`src/rtl/can_rx_pkg.sv`:
```
package can_rx_pkg;

   typedef logic [7:0] byte_t;

   // outcome of a frame end, decided in the flag controller
   typedef enum logic [1:0] {
      EV_NONE = 2'd0,
      EV_LOAD = 2'd1,
      EV_PEND = 2'd2,
      EV_DROP = 2'd3
   } rx_event_e;

endpackage

```
`src/rtl/can_rx_accept.sv`:
```
module can_rx_accept #(
   parameter int IDW           = 29,
   parameter bit ACC_FILTER_EN = 1'b1
) (
   input  logic           clk,
   input  logic           rst_n,
   input  logic           id_vld,
   input  logic [IDW-1:0] id,
   input  logic [IDW-1:0] code,
   input  logic [IDW-1:0] mask,
   input  logic           frame_end,
   output logic           hit
);

   logic match;

   generate
      if (ACC_FILTER_EN) begin : g_mask_cmp
         assign match = (((id ^ code) & ~mask) == '0);
      end else begin : g_pass_all
         assign match = 1'b1;
      end
   endgenerate

   always_ff @(posedge clk or negedge rst_n) begin
      if (!rst_n)          hit <= 1'b0;
      else if (frame_end)  hit <= 1'b0;
      else if (id_vld)     hit <= match;
   end

   // a verdict is never present right after a frame end
   AST_HIT_CLEARED: assert property (@(posedge clk) disable iff (!rst_n)
      frame_end |=> !hit);

endmodule

```
`src/rtl/can_rx_bgbuf.sv`:
```
module can_rx_bgbuf
   import can_rx_pkg::*;
#(
   parameter int NBYTES = 13,
   parameter int IDXW   = 4
) (
   input  logic                    clk,
   input  logic                    rst_n,
   input  logic                    wr_en,
   input  logic [IDXW-1:0]         wr_idx,
   input  byte_t                   wr_data,
   input  logic                    hold,
   output logic [NBYTES-1:0][7:0]  img
);

   logic [NBYTES-1:0][7:0] mem;

   generate
      for (genvar i = 0; i < NBYTES; i++) begin : g_byte
         always_ff @(posedge clk or negedge rst_n) begin
            if (!rst_n)
               mem[i] <= '0;
            else if (wr_en && !hold && (wr_idx == IDXW'(i)))
               mem[i] <= wr_data;
         end
      end
   endgenerate

   assign img = mem;

   // a pending frame image is protected from later captures
   AST_PEND_PROTECT: assert property (@(posedge clk) disable iff (!rst_n)
      hold |=> $stable(mem));

endmodule

```
`src/rtl/can_rx_fgbuf.sv`:
```
module can_rx_fgbuf
   import can_rx_pkg::*;
#(
   parameter int NBYTES = 13,
   parameter int IDXW   = 4
) (
   input  logic                    clk,
   input  logic                    rst_n,
   input  logic                    load,
   input  logic [NBYTES-1:0][7:0]  load_img,
   input  logic                    full,
   input  logic [IDXW-1:0]         rd_idx,
   output byte_t                   rd_data
);

   logic [NBYTES-1:0][7:0] mem;

   always_ff @(posedge clk or negedge rst_n) begin
      if (!rst_n)    mem <= '0;
      else if (load) mem <= load_img;
   end

   always_comb begin
      rd_data = '0;
      for (int i = 0; i < NBYTES; i++) begin
         if (rd_idx == IDXW'(i)) rd_data = mem[i];
      end
   end

   // the readable image is frozen while it is owned by software
   AST_FG_FROZEN: assert property (@(posedge clk) disable iff (!rst_n)
      full |=> $stable(mem));

endmodule

```
`src/rtl/can_rx_dualbuf.sv`:
```
module can_rx_dualbuf
   import can_rx_pkg::*;
#(
   parameter int NBYTES        = 13,
   parameter int IDW           = 29,
   parameter bit ACC_FILTER_EN = 1'b1,
   localparam int IDXW         = (NBYTES > 1) ? $clog2(NBYTES) : 1
) (
   input  logic            clk,
   input  logic            rst_n,
   input  logic            rx_wr_en,
   input  logic [IDXW-1:0] rx_wr_idx,
   input  logic [7:0]      rx_wr_data,
   input  logic            rx_id_vld,
   input  logic [IDW-1:0]  rx_id,
   input  logic            rx_eof,
   input  logic            rx_crc_ok,
   input  logic [IDW-1:0]  acc_code,
   input  logic [IDW-1:0]  acc_mask,
   input  logic            rie,
   input  logic            clr_wr,
   input  logic [1:0]      clr_data,
   input  logic [IDXW-1:0] rd_idx,
   output logic [7:0]      rd_data,
   output logic            rxf,
   output logic            ovr,
   output logic            irq
);

   generate
      if (NBYTES < 5 || NBYTES > 64) begin : g_bad_nbytes
         $error("can_rx_dualbuf: NBYTES must be in 5..64");
      end
      if (IDW < 11 || IDW > 29) begin : g_bad_idw
         $error("can_rx_dualbuf: IDW must be in 11..29");
      end
   endgenerate

   logic                   hit;
   logic                   accept;
   logic                   pend_q;
   logic                   rxf_q;
   logic                   ovr_q;
   logic                   promote;
   logic                   fg_load;
   rx_event_e              ev;
   logic [NBYTES-1:0][7:0] bg_img;

   can_rx_accept #(.IDW(IDW), .ACC_FILTER_EN(ACC_FILTER_EN)) u_accept (
      .clk       (clk),
      .rst_n     (rst_n),
      .id_vld    (rx_id_vld),
      .id        (rx_id),
      .code      (acc_code),
      .mask      (acc_mask),
      .frame_end (rx_eof),
      .hit       (hit)
   );

   can_rx_bgbuf #(.NBYTES(NBYTES), .IDXW(IDXW)) u_bg (
      .clk     (clk),
      .rst_n   (rst_n),
      .wr_en   (rx_wr_en),
      .wr_idx  (rx_wr_idx),
      .wr_data (rx_wr_data),
      .hold    (pend_q),
      .img     (bg_img)
   );

   can_rx_fgbuf #(.NBYTES(NBYTES), .IDXW(IDXW)) u_fg (
      .clk      (clk),
      .rst_n    (rst_n),
      .load     (fg_load),
      .load_img (bg_img),
      .full     (rxf_q),
      .rd_idx   (rd_idx),
      .rd_data  (rd_data)
   );

   assign accept = rx_eof & rx_crc_ok & hit;

   always_comb begin
      if (!accept)     ev = EV_NONE;
      else if (pend_q) ev = EV_DROP;
      else if (rxf_q)  ev = EV_PEND;
      else             ev = EV_LOAD;
   end

   assign promote = pend_q & ~rxf_q;
   assign fg_load = promote | (ev == EV_LOAD);

   always_ff @(posedge clk or negedge rst_n) begin
      if (!rst_n) begin
         pend_q <= 1'b0;
         rxf_q  <= 1'b0;
         ovr_q  <= 1'b0;
      end else begin
         if (promote)            pend_q <= 1'b0;
         else if (ev == EV_PEND) pend_q <= 1'b1;

         if (fg_load)                      rxf_q <= 1'b1;
         else if (clr_wr && clr_data[0])   rxf_q <= 1'b0;

         if (ev == EV_DROP)                ovr_q <= 1'b1;
         else if (clr_wr && clr_data[1])   ovr_q <= 1'b0;
      end
   end

   assign rxf = rxf_q;
   assign ovr = ovr_q;
   assign irq = rxf_q & rie;

   // the full flag only rises from a waiting or freshly accepted frame
   AST_RXF_SOURCE: assert property (@(posedge clk) disable iff (!rst_n)
      $rose(rxf) |-> $past(pend_q || accept));
   // without a one in bit 0 of a clear write, the flag stays set
   AST_W0_NOP: assert property (@(posedge clk) disable iff (!rst_n)
      rxf && !(clr_wr && clr_data[0]) |=> rxf);
   // a bad-CRC frame end into an idle store sets nothing
   AST_BAD_FRAME: assert property (@(posedge clk) disable iff (!rst_n)
      rx_eof && !rx_crc_ok && !pend_q && !rxf |=> !rxf);
   // overrun only arises while a frame is already waiting
   AST_NO_OVERFLOW: assert property (@(posedge clk) disable iff (!rst_n)
      $rose(ovr) |-> $past(pend_q));

endmodule

```
`config.mk`:
```
export PLATFORM = sky130hd
export DESIGN_NAME = can_rx_dualbuf
export DESIGN_NICKNAME = d
export VERILOG_FILES = /design/src/rtl/can_rx_pkg.sv /design/src/rtl/can_rx_accept.sv /design/src/rtl/can_rx_bgbuf.sv /design/src/rtl/can_rx_fgbuf.sv /design/src/rtl/can_rx_dualbuf.sv
export SDC_FILE = /design/constraint.sdc
export NUM_CORES = 1
export LEC_CHECK = 0
export CAP_MARGIN = 5
export CORE_MARGIN = 4
export CORE_UTILIZATION = 50
export DETAILED_ROUTE_END_ITERATION = 7
export GPL_ROUTABILITY_DRIVEN = 0
export PLACE_DENSITY = 0.76
export SLEW_MARGIN = 25
export SYNTH_ARGS = -nofsm -noshare
export SYNTH_HDL_FRONTEND = slang
export SYNTH_HIERARCHICAL = 1
export SYNTH_SLANG_ARGS = --single-unit
export TNS_END_PERCENT = 20
```
`constraint.sdc`:
```
create_clock -name clk -period 2.3 [get_ports clk]
set_input_delay 0.575 -clock clk [delete_from_list [all_inputs] [get_ports clk]]
set_output_delay 0.575 -clock clk [all_outputs]
set_load 0.02 [all_outputs]
```
==> Word-level counts from Yosys, hierarchy flattened <==
Cells that the tools add are included.
{ "op_classes": {"muxes": 24, "eq_ne": 27, "n_reduce_logical": 24, "bitwise_logic": 9} }
{ "op_table": {"columns": ["cell", "n"], "rows": [
  ["2-to-1 mux 8 bit", 13],
  ["equality test 4 bit (second input constant)", 10],
  ["equality test 4 x 3 -> 1 bit (second input constant)", 8],
  ["AND 29 bit", 1],
  ["zero test 29 bit", 1],
  ["inverter 29 bit", 1],
  ["bitwise XOR 29 bit", 1],
  ["equality test 4 x 2 -> 1 bit (second input constant)", 4],
  ["logical AND 1 bit", 16],
  ["equality test 4 x 1 -> 1 bit (second input constant)", 2],
  ["zero test 4 bit", 2],
  ["2-to-1 mux 1 bit", 8],
  ["nonzero test 2 bit", 4],
  ["2-to-1 mux 2 bit", 3],
  ["AND 1 bit", 4],
  ["equality test 2 bit (second input constant)", 2],
  ["equality test 2 x 1 -> 1 bit (second input constant)", 1],
  ["zero test 1 bit", 1],
  ["inverter 1 bit", 1],
  ["bitwise OR 1 bit", 1]
]} }
{ "totals": {"inputBits": 113, "reg_bits": 212, "word_cells": 114, "out_inout_bits": 11} }

==> Logic depth before layout (Yosys ltp) <==
Gate-level depths: netlist of the first run.
{ "logic_depth": {"ltp_word": 14, "mapped_depth": 7, "ltp_nobuf": 5} }

==> Cells and area by module <==
The synthesis of the first run kept the hierarchy.
{ "modules_own_cells": {"columns": ["mod", "n_inst", "cells_per_inst", "area_per_inst_um2"], "rows": [
  ["can_rx_fgbuf", 1, 413, 5013.6],
  ["can_rx_bgbuf", 1, 239, 4112.7],
  ["can_rx_accept", 1, 54, 420.4],
  ["can_rx_dualbuf", 1, 12, 133.9]
]} }

==> Worst setup path before layout of the first run <==
No wires, ideal clock.
{ "synth_timing": {"kind": "input port to output port", "start": "input port rd_idx[0]", "end": "output port rd_data[5]", "setup_slack_ns": -0.183, "arrival_ns": 1.908, "path_stages": 7, "t_required_ns": 1.725, "cell_sequence": "buf_6 buf_4 nor2_1 nand3_1 a21oi_1 a2111oi_0 a221oi_1"} }
{ "synth_via": {"elab_chain_len": 14, "word_cells_on_any_way": 26, "cone_classes": "12 x eq/ne; 13 x mux; 1 x reduce/logical"} }
{ "synth_lines": {"columns": ["element", "line", "text"], "rows": [
  ["start: declaration", "can_rx_dualbuf.sv:23", "input logic [IDXW-1:0] rd_idx,"],
  ["zero test 4 bit", "can_rx_fgbuf.sv:26", "if (rd_idx == IDXW'(i)) rd_data = mem[i];"],
  ["2-to-1 mux 8 bit (12 in a row)", "can_rx_fgbuf.sv:26", null],
  ["2-to-1 mux 8 bit *", "can_rx_fgbuf.sv:26", null],
  ["end: declaration", "can_rx_dualbuf.sv:24", "output logic [7:0] rd_data,"]
]} }
Every way passes the cells marked *; elsewhere a longest branch is shown, timed or not.

==> Worst setup path in the final report of the first run <==
{ "layout_timing": {"start": "register u_fg/mem[25] in the netlist's numbering", "end": "output port rd_data[1]"} }
{ "layout_via": {"elab_chain_len": 10} }
{ "layout_lines": {"columns": ["element", "line", "text"], "rows": [
  ["start: declaration", "can_rx_fgbuf.sv:16", "logic [NBYTES-1:0][7:0] mem;"],
  ["start signal: assignment", "can_rx_fgbuf.sv:20", "else if (load) mem <= load_img;"],
  ["2-to-1 mux 8 bit (10 in a row)", "can_rx_fgbuf.sv:26", null]
]} }
Every way passes these cells.

==> results of run 1 <==
layer usage:
metal	part of all wire	up-vias	wire, microns
met5	0	-	0
met4	0.042	0	1000
met3	0.052	51	1240
met2	0.49	245	11700
met1	0.41	3297	9780
li1	-	2949	-
Yosys cell counts (4+ instances only):
| cell type | number | share of area |
|---|---|---|
| a21oi_1 | 13 | 0.0067 |
| a2bb2oi_1 | 5 | 0.0045 |
| a32oi_1 | 4 | 0.0036 |
| buf_2 | 12 | 0.0062 |
| buf_4 | 5 | 0.0039 |
| buf_6 | 4 | 0.0047 |
| clkbuf_1 | 18 | 0.0070 |
| dfrtp_1 | 212 | 0.55 |
| inv_1 | 4 | 0.0016 |
| mux2_2 | 184 | 0.21 |
| mux2_4 | 24 | 0.037 |
| mux2i_1 | 17 | 0.018 |
| nand2_1 | 17 | 0.0066 |
| nand2_2 | 9 | 0.0058 |
| nand3_1 | 5 | 0.0026 |
| nor2_1 | 31 | 0.012 |
| nor2b_1 | 7 | 0.0045 |
| nor3_1 | 8 | 0.0041 |
| nor4_1 | 5 | 0.0032 |
| o211ai_1 | 8 | 0.0062 |
| o21a_1 | 5 | 0.0039 |
| o21ai_0 | 17 | 0.0088 |
| o22ai_1 | 27 | 0.017 |
| o32ai_1 | 5 | 0.0045 |
| xnor2_1 | 29 | 0.026 |
repair_timing:
item | 4_1_cts | 5_1_grt
resized for setup | 71 | 10
setup endpoints to repair | 9 | 8
pin swaps | 8 | 5
hold endpoints to repair | 0 | 0
hold buffers | 0 | 0
registers in the layout (all words and copies together) (netlist names):
register,flops
rxf,1
u_accept/hit,1
u_fg/mem,104
u_bg/img,104
pend_q,1
ovr,1
stage by stage:
step | hold WS (ps) | cell area (sq um)
2_1_floorplan | 279 | 9730
3_3_place_gp | 468 | 11600
3_5_place_dp | 481 | 11600
4_1_cts | 87.6 | 12400
5_1_grt | 114 | 12400
6_report | 78.8 | 12400
path summary, 6_finish.rpt:
path	end	slack [ps]	cells past startpoint
setup / recovery	rd_data[1]	-380	5
hold / removal	u_bg/img[89]	80	1
hold reg to reg	u_fg/mem[8]	490	2
max in group asynchronous	u_fg/mem[25]	1560	2
setup reg to reg	u_bg/img[59]	630	3
min in group clk	u_fg/mem[8]	490	2
worst register-to-register path: cells and delay by family (launching register included):
family / cells / cell delay, ps
simple gates: 2 / 740
mux: 1 / 340
flops: 1 / 460
layout make-up:
type                    instances  area, sq um
repair buffers                179         1790
clock inverters                 6         58.8
well taps                     260          325
fillers                      1375         6440
flip-flops and latches        212         5310
inverters                       4         15.0
clock buffers                  32          649
multi-input cells             461         4310
where the power goes:
group | switching (mW) | internal (mW)
logic | 0.495 | 0.750
registers | 0.218 | 4.16
clock network | 1.41 | 2.07
total | 2.12 | 6.98
logic make-up (layout without fill, tap and decap cells):
kind of cell / after synthesis / count (layout)
flops: 212 / 212
compound gates: 103 / 103
xor+xnor: 29 / 29
buf+inv: 45 / 221
mux: 226 / 226
simple gates: 103 / 103
cells in the final DEF (no fill, tap or decap), types with 3 or more instances in the layout:
cell type	count
o21a_1	5
buf_4	47
a21oi_1	12
xnor2_1	29
inv_1	3
clkinv_2	4
buf_2	3
clkbuf_16	23
buf_12	12
nor2b_1	6
clkbuf_1	5
nor2_1	28
o22ai_1	27
o21ai_1	4
o32ai_1	4
mux2_4	24
a32oi_2	4
dfrtp_1	212
nand2_1	15
buf_6	5
nand2_2	11
mux2i_1	16
clkbuf_8	5
o21ai_0	15
a2bb2oi_2	4
nand3_1	4
and3_1	3
nor4_1	4
nor3_1	8
o211ai_1	8
mux2_2	184
clkdlybuf4s50_1	109
==> results.yml, run 1 <==
outcome:
  status: "finished, violations left"
  failed_checks: "setup timing"
yosys:
  synthAdderAreaFrac: 0
  synth_top_family_by_area: "multiplexers"
  synthCells: 718
  syn_area_per_cell_sq_um: 13.5
  synthMuxAreaShare: 0.271
  ys_seq_area_frac: 0.548
  yosys.area_share.simple: 0.0593
  synth_compound_gate_area_share: 0.0712
  synth-main-ff-cell: "dfrtp_1"
  async_reset_ff_frac: 1.00
  syn-cell-area_sq_um: 9680
  synth_xor_area_frac: 0.0262
  synth_edf_count: 0
  ys_types: 52
  mappedNetlistNets: 831
  yosysWarnings: 6
  ys_seq_elements: 212
grt:
  first_global_vias: 7251
  grt_usage: 0.222
  gr-usage-met3: 0.0327
  met1_usage: 0.278
  grt_start_max_net_pins: 68
  overflow: 0
  antenna_found_initial: 0
  grt_util_met2: 0.387
  grt_pass1_wl_microns: 38600
  busiest_layer: "met2"
timing:
  setup_viol: 8
  max_slew.worst_pin.slew_ps: 605
  rsz0062_at_grt: "yes"
  finalSetupTns_ps: -2350
  min_period_ps: 2680
  fmax_mhz: 374
  setup_slack_ps: -377
  finalMaxSlewViolations: 0
  hold_viol: 0
  relSlewSlack: 0.595
  clock_skew_ps: 14.2
  fin_crit_sh: 1.16
critical_path:
  path_max_fanout: 2
  start_kind: "register"
  path_cells: "mux4_2 > a22o_1 > nor4_2 > a211oi_2 > buf_4"
  rr_startpoint: "pend_q"
  crit_arrival_ps: 2100
  cp.required_ps: 1730
  critPathTopFamily: "multiplexers"
  crit_buf_inv: 1
  slowest_delay_ps: 510
  slowest_stage: "mux4_2"
  worstSetupPathType: "reg -> out"
  cp-end-kind: "output port"
  startpoint: "u_fg/mem[25]"
finish:
  fin_util: 0.659
  drive_gt1_frac: 0.397
  antennaDiodeCount: 0
  nNetsFinal: 993
  area_delta_synth_final_pct: 28.6
  finalNonFillerCells: 1154
cts:
  clk_transition_reported_paths_ps: 60
  cts.path.max_buffers: 3
  clock_sinks: 212
  clk_latency_ps: 500
  htreeDepth: 1
  cts_setup_buffers: 0
  cts-root-buf: "clkbuf_16"
  cts_buffers: 22
  tritoncts: "done"
detailed_routing:
  ant_nets: 0
  first_iter_violations: 316
  drt-vias-per-instance: 5.67
  firstDrtPassIters: 5
  routed_wirelength_microns: 23700
  drcViolationCount: 0
  wire_per_inst_microns: 20.6
  vias: 6542
floorplanning:
  core_area_sq_um: 18900
  die_w_microns: 147
  num_rows: 50
  start_util: 0.512
  top_level_ports: 124
  die_area_sq_um: 21700
  dieHeight_microns: 147
flow_run:
  drv_cap: 0
placement:
  dp.cells: 1116
  portBuffers: 123
  dp_hpwl_microns: 17000
  pre_cts_ws_ps: -1350
power:
  ir_worst_vdd_mv: 0.389
  power.density_nw_per_um2: 731
  power_mw: 9.10
  p_leak_nw: 5.62
hold_path:
  hp-class: "in -> async"
Power figures use the tool's default switching activity.
==> run 2, diff against run 1 <==
Settings changed: CTS_CLUSTER_SIZE set to 8, SLEW_MARGIN 25 to 20.
==> results.yml, run 2 (synthesized netlist as in run 1, its figures left out) <==
power:
  power.density_nw_per_um2: 759
  p_int_mw: 7.36
  pwr-share-clk: 0.408
  p_leak_nw: 5.66
  sequentialPowerShare: 0.461
  combPwrFrac: 0.131
  p_switching_mw: 2.16
  ir_worst_vdd_mv: 0.506
  swShare: 0.227
timing:
  hold_viol: 0
  fin_crit_sh: 1.19
  rsz0062_at_grt: "yes"
  relSlewSlack: 0.587
  clock_skew_ps: 19.5
  holdWs_ps: 55.0
  setup_slack_ps: -428
  max_slew.worst_pin.slew_ps: 617
  finalMaxSlewViolations: 0
  setup_viol: 8
  fmax_mhz: 367
  min_period_ps: 2730
detailed_routing:
  ant_nets: 0
  vias: 6613
  firstDrtPassIters: 5
  routed_wirelength_microns: 24000
  first_iter_violations: 353
  drt-vias-per-instance: 5.76
  drcViolationCount: 0
  wire_per_inst_microns: 20.9
critical_path:
  crit_buf_inv: 3
  worstSetupPathType: "in -> out"
  r2r_slack_ps: 630
  crit_arrival_ps: 2150
  start_kind: "input pin"
  slowest_stage: "a221oi_2"
  path_max_fanout: 8
  path_cells: "clkdlybuf4s15_2 > buf_6 > and2b_4 > o21ai_0 > a21oi_1 > a2111oi_2 > a221oi_2 > buf_4"
  cp-end-kind: "output port"
  r2r_cells: 3
  crit-reg2reg-capture: "u_bg/img[59]"
  rr_startpoint: "pend_q"
  cp.required_ps: 1730
  critPathTopFamily: "compound AO/OA/AOI/OAI gates"
  slowest_delay_ps: 290
cts:
  cts_buffers: 30
  clk_transition_reported_paths_ps: 50
  clk_latency_ps: 530
  cts.path.max_buffers: 3
  cts-root-buf: "clkbuf_16"
  clock_sinks: 212
  tritoncts: "done"
  htreeDepth: 1
finish:
  drive_gt1_frac: 0.398
  finalInstanceArea_sq_um: 12500
  nNetsFinal: 1001
  area_delta_synth_final_pct: 29.5
  antennaDiodeCount: 0
  final_cell_mix: "212 x dfrtp_1, 184 x mux2_2, 109 x clkdlybuf4s50_1, 48 x buf_4, 31 x clkbuf_16"
  final-seq-area_sq_um: 5310
  layout.cells.most_common: "dfrtp_1"
  fillerInstances: 1364
  multi_input_area_sq_um: 4290
  fin_util: 0.664
  finalNonFillerCells: 1148
floorplanning:
  start_util: 0.512
  die_w_microns: 147
  top_level_ports: 124
  core_area_sq_um: 18900
  dieHeight_microns: 147
  die_area_sq_um: 21700
  num_rows: 50
grt:
  grt_pass1_wl_microns: 38800
  first_global_vias: 7378
  grt_usage: 0.225
  overflow: 0
  grt_start_max_net_pins: 68
  antenna_found_initial: 0
flow_run:
  drv_cap: 0
placement:
  portBuffers: 123
  post_dp_cell_area_sq_um: 11600
  dp.cells: 1116
  dp_hpwl_microns: 17000
hold_path:
  hp-class: "in -> async"
outcome:
  failed_checks: "setup timing"
  status: "finished, violations left"
run 2: cell types whose count changed in the layout (fill, tap and decap cells not counted), moves of 4 or more:
cell	before	now
clkbuf_1	5	0
clkbuf_16	23	31
clkbuf_8	5	1
clkinv_2	4	0
run 2: timing repair:
| action | 4_1_cts | 5_1_grt |
|---|---|---|
| pin swaps | 8 | 5 |
| hold buffers | 0 | 0 |
| buffers inserted | 0 | 0 |
| resized for setup | 72 | 7 |
| endpoints found under the setup margin | 9 | 8 |
run 2: how the worst max path moves through the flow:
stage	from	to	cells past startpoint
finish	rd_idx[3]	rd_data[5]	8
global route	u_fg/mem[25]	rd_data[1]	5
CTS	u_fg/mem[25]	rd_data[1]	5
detailed placement	rd_idx[3]	rd_data[5]	8
global placement	rd_idx[3]	rd_data[5]	8
floorplan	rd_idx[0]	rd_data[1]	5
run 2: metrics by stage:
stage	TNS [ps]	setup WS (ps)	total power, mW
2_1_floorplan	-134	-49.2	5.06
3_3_place_gp	-8710	-1170	5.58
3_5_place_dp	-9130	-1350	5.67
4_1_cts	-2410	-453	9.60
5_1_grt	-3020	-488	9.90
6_report	-2410	-428	9.52
run 2: power by group through the flow:
stage,registers [mW],logic (mW),clock network [mW]
after floorplan,4.36,0.704,0
after global placement,4.40,1.18,0
after detailed placement,4.44,1.23,0
after CTS,4.39,1.25,3.96
after global routing,4.44,1.35,4.11
final,4.39,1.25,3.88
run 2: final cells by class:
type | instances | share of cell area
Timing Repair Buffer | 179 | 0.143
Sequential cell | 212 | 0.423
Multi-Input combinational cell | 461 | 0.342
Inverter | 4 | 0.00120
Tap cell | 260 | 0.0260
Clock inverter | 1 | 0.00240
Clock buffer | 31 | 0.0619
run 2: metal layers:
metal / vias to the layer above / share of wire / track usage
met3: 75 / 0.059 / 0.0339
met4: 0 / 0.049 / 0.107
met2: 274 / 0.50 / 0.392
met5: - / 0 / 0
li1: 2940 / - / -
met1: 3324 / 0.40 / 0.274
==> run 3, diff against run 2 <==
Settings changed: CORE_MARGIN 4 to 1.5, CTS_CLUSTER_DIAMETER set to 120.
==> results.yml, run 3 (synthesized netlist as in run 1, its figures left out) <==
cts:
  cts.path.max_buffers: 3
  clock_sinks: 212
  clk_transition_reported_paths_ps: 50
  cts_buffers: 30
  cts_setup_buffers: 0
  cts-root-buf: "clkbuf_16"
  tritoncts: "done"
  cts_hold_buffers: 0
  htreeDepth: 1
  clk_latency_ps: 540
timing:
  hold_viol: 0
  max_slew.worst_pin.slew_ps: 636
  clock_skew_ps: 21.5
  fmax_mhz: 381
  min_period_ps: 2630
  rsz0062_at_grt: "yes"
  setup_slack_ps: -328
  holdWs_ps: 14.0
  fin_crit_sh: 1.14
  setup_viol: 8
  finalMaxSlewViolations: 0
  relSlewSlack: 0.575
  finalSetupTns_ps: -1900
grt:
  grt_usage: 0.252
  antenna_found_initial: 0
  grt_start_max_net_pins: 57
  grt_pass1_wl_microns: 39000
  overflow: 0
  first_global_vias: 7214
placement:
  portBuffers: 123
  dp_hpwl_microns: 17600
detailed_routing:
  routed_wirelength_microns: 24700
  vias: 6597
  drcViolationCount: 0
  drt-vias-per-instance: 5.70
  first_iter_violations: 329
  wire_per_inst_microns: 21.3
  firstDrtPassIters: 4
  ant_nets: 0
flow_run:
  drv_cap: 0
floorplanning:
  die_area_sq_um: 20200
  dieHeight_microns: 142
  core_area_sq_um: 18800
  top_level_ports: 124
  start_util: 0.514
  die_w_microns: 142
  num_rows: 50
critical_path:
  start_kind: "register"
  cp-end-kind: "output port"
  path_max_fanout: 2
  worstSetupPathType: "reg -> out"
  crit_arrival_ps: 2050
  cp.required_ps: 1730
finish:
  drive_gt1_frac: 0.421
  antennaDiodeCount: 0
  fin_util: 0.678
  area_delta_synth_final_pct: 31.9
  final_cell_mix: "211 x dfrtp_1, 184 x mux2_2, 109 x clkdlybuf4s50_1, 51 x buf_4, 30 x clkbuf_16"
  layout.cells.most_common: "dfrtp_1"
  nNetsFinal: 1010
outcome:
  failed_checks: "setup timing"
  status: "finished, violations left"
power:
  power_mw: 9.50
  p_leak_nw: 5.73
  power.density_nw_per_um2: 744
  ir_worst_vdd_mv: 0.407
hold_path:
  hp-class: "in -> async"
-- run 3: final cells by class --
class	instances	area, sq um
Clock buffer	30	751
Clock inverter	2	46.3
Fill cell	1274	6060
Inverter	4	17.5
Multi-Input combinational cell	461	4370
Sequential cell	212	5310
Tap cell	260	325
Timing Repair Buffer	188	1950
-- run 3: worst max-delay path, stage by stage (launching register included) --
cell,delay [ps]
dfrtp_1,370
mux4_2,540
a22o_1,220
nor4_2,160
a211oi_2,70
buf_4,170
-- run 3: repair_timing --
action | 4_1_cts | 5_1_grt
resized for setup | 94 | 8
pin swaps | 9 | 2
gates cloned | 0 | 0
endpoints found under the setup margin | 9 | 8
-- run 3: per-layer routing --
metal / GRT usage / wire length (microns) / vias up
met3: 0.0407 / 1330 / 67
met5: 0 / 0 / -
met2: 0.430 / 12200 / 257
met4: 0.139 / 1320 / 0
met1: 0.307 / 9840 / 3312
li1: - / - / 2961
-- run 3: report_power, final --
group          leakage, nW  internal, mW  switching, mW
Clock                0.391          2.38           1.46
Combinational         2.57         0.761          0.511
Sequential            2.77          4.17          0.224
Total                 5.73          7.31           2.19
-- run 3: path summary, 6_finish.rpt --
path | from | cells after the start | slack, ps | to
worst max register to register | pend_q | 3 | 640 | u_bg/img[56]
worst min-delay path | rst_n | 1 | 10 | u_bg/img[89]
max in group asynchronous | rst_n | 2 | 1640 | u_bg/img[8]
worst min register to register | u_bg/img[8] | 2 | 480 | u_fg/mem[8]
worst max-delay path | u_fg/mem[25] | 5 | -330 | rd_data[1]
min in group clk | u_bg/img[8] | 2 | 480 | u_fg/mem[8]
-- run 3: through the flow --
step	cell area (sq um)	worst slack (ps)	instances
after detailed placement	11800	-1170	1125
after CTS	12700	-346	1157
final	12800	-328	1157
after global routing	12800	-401	1157
after floorplan	9730	-49.2	718
after global placement	11800	-1070	1125
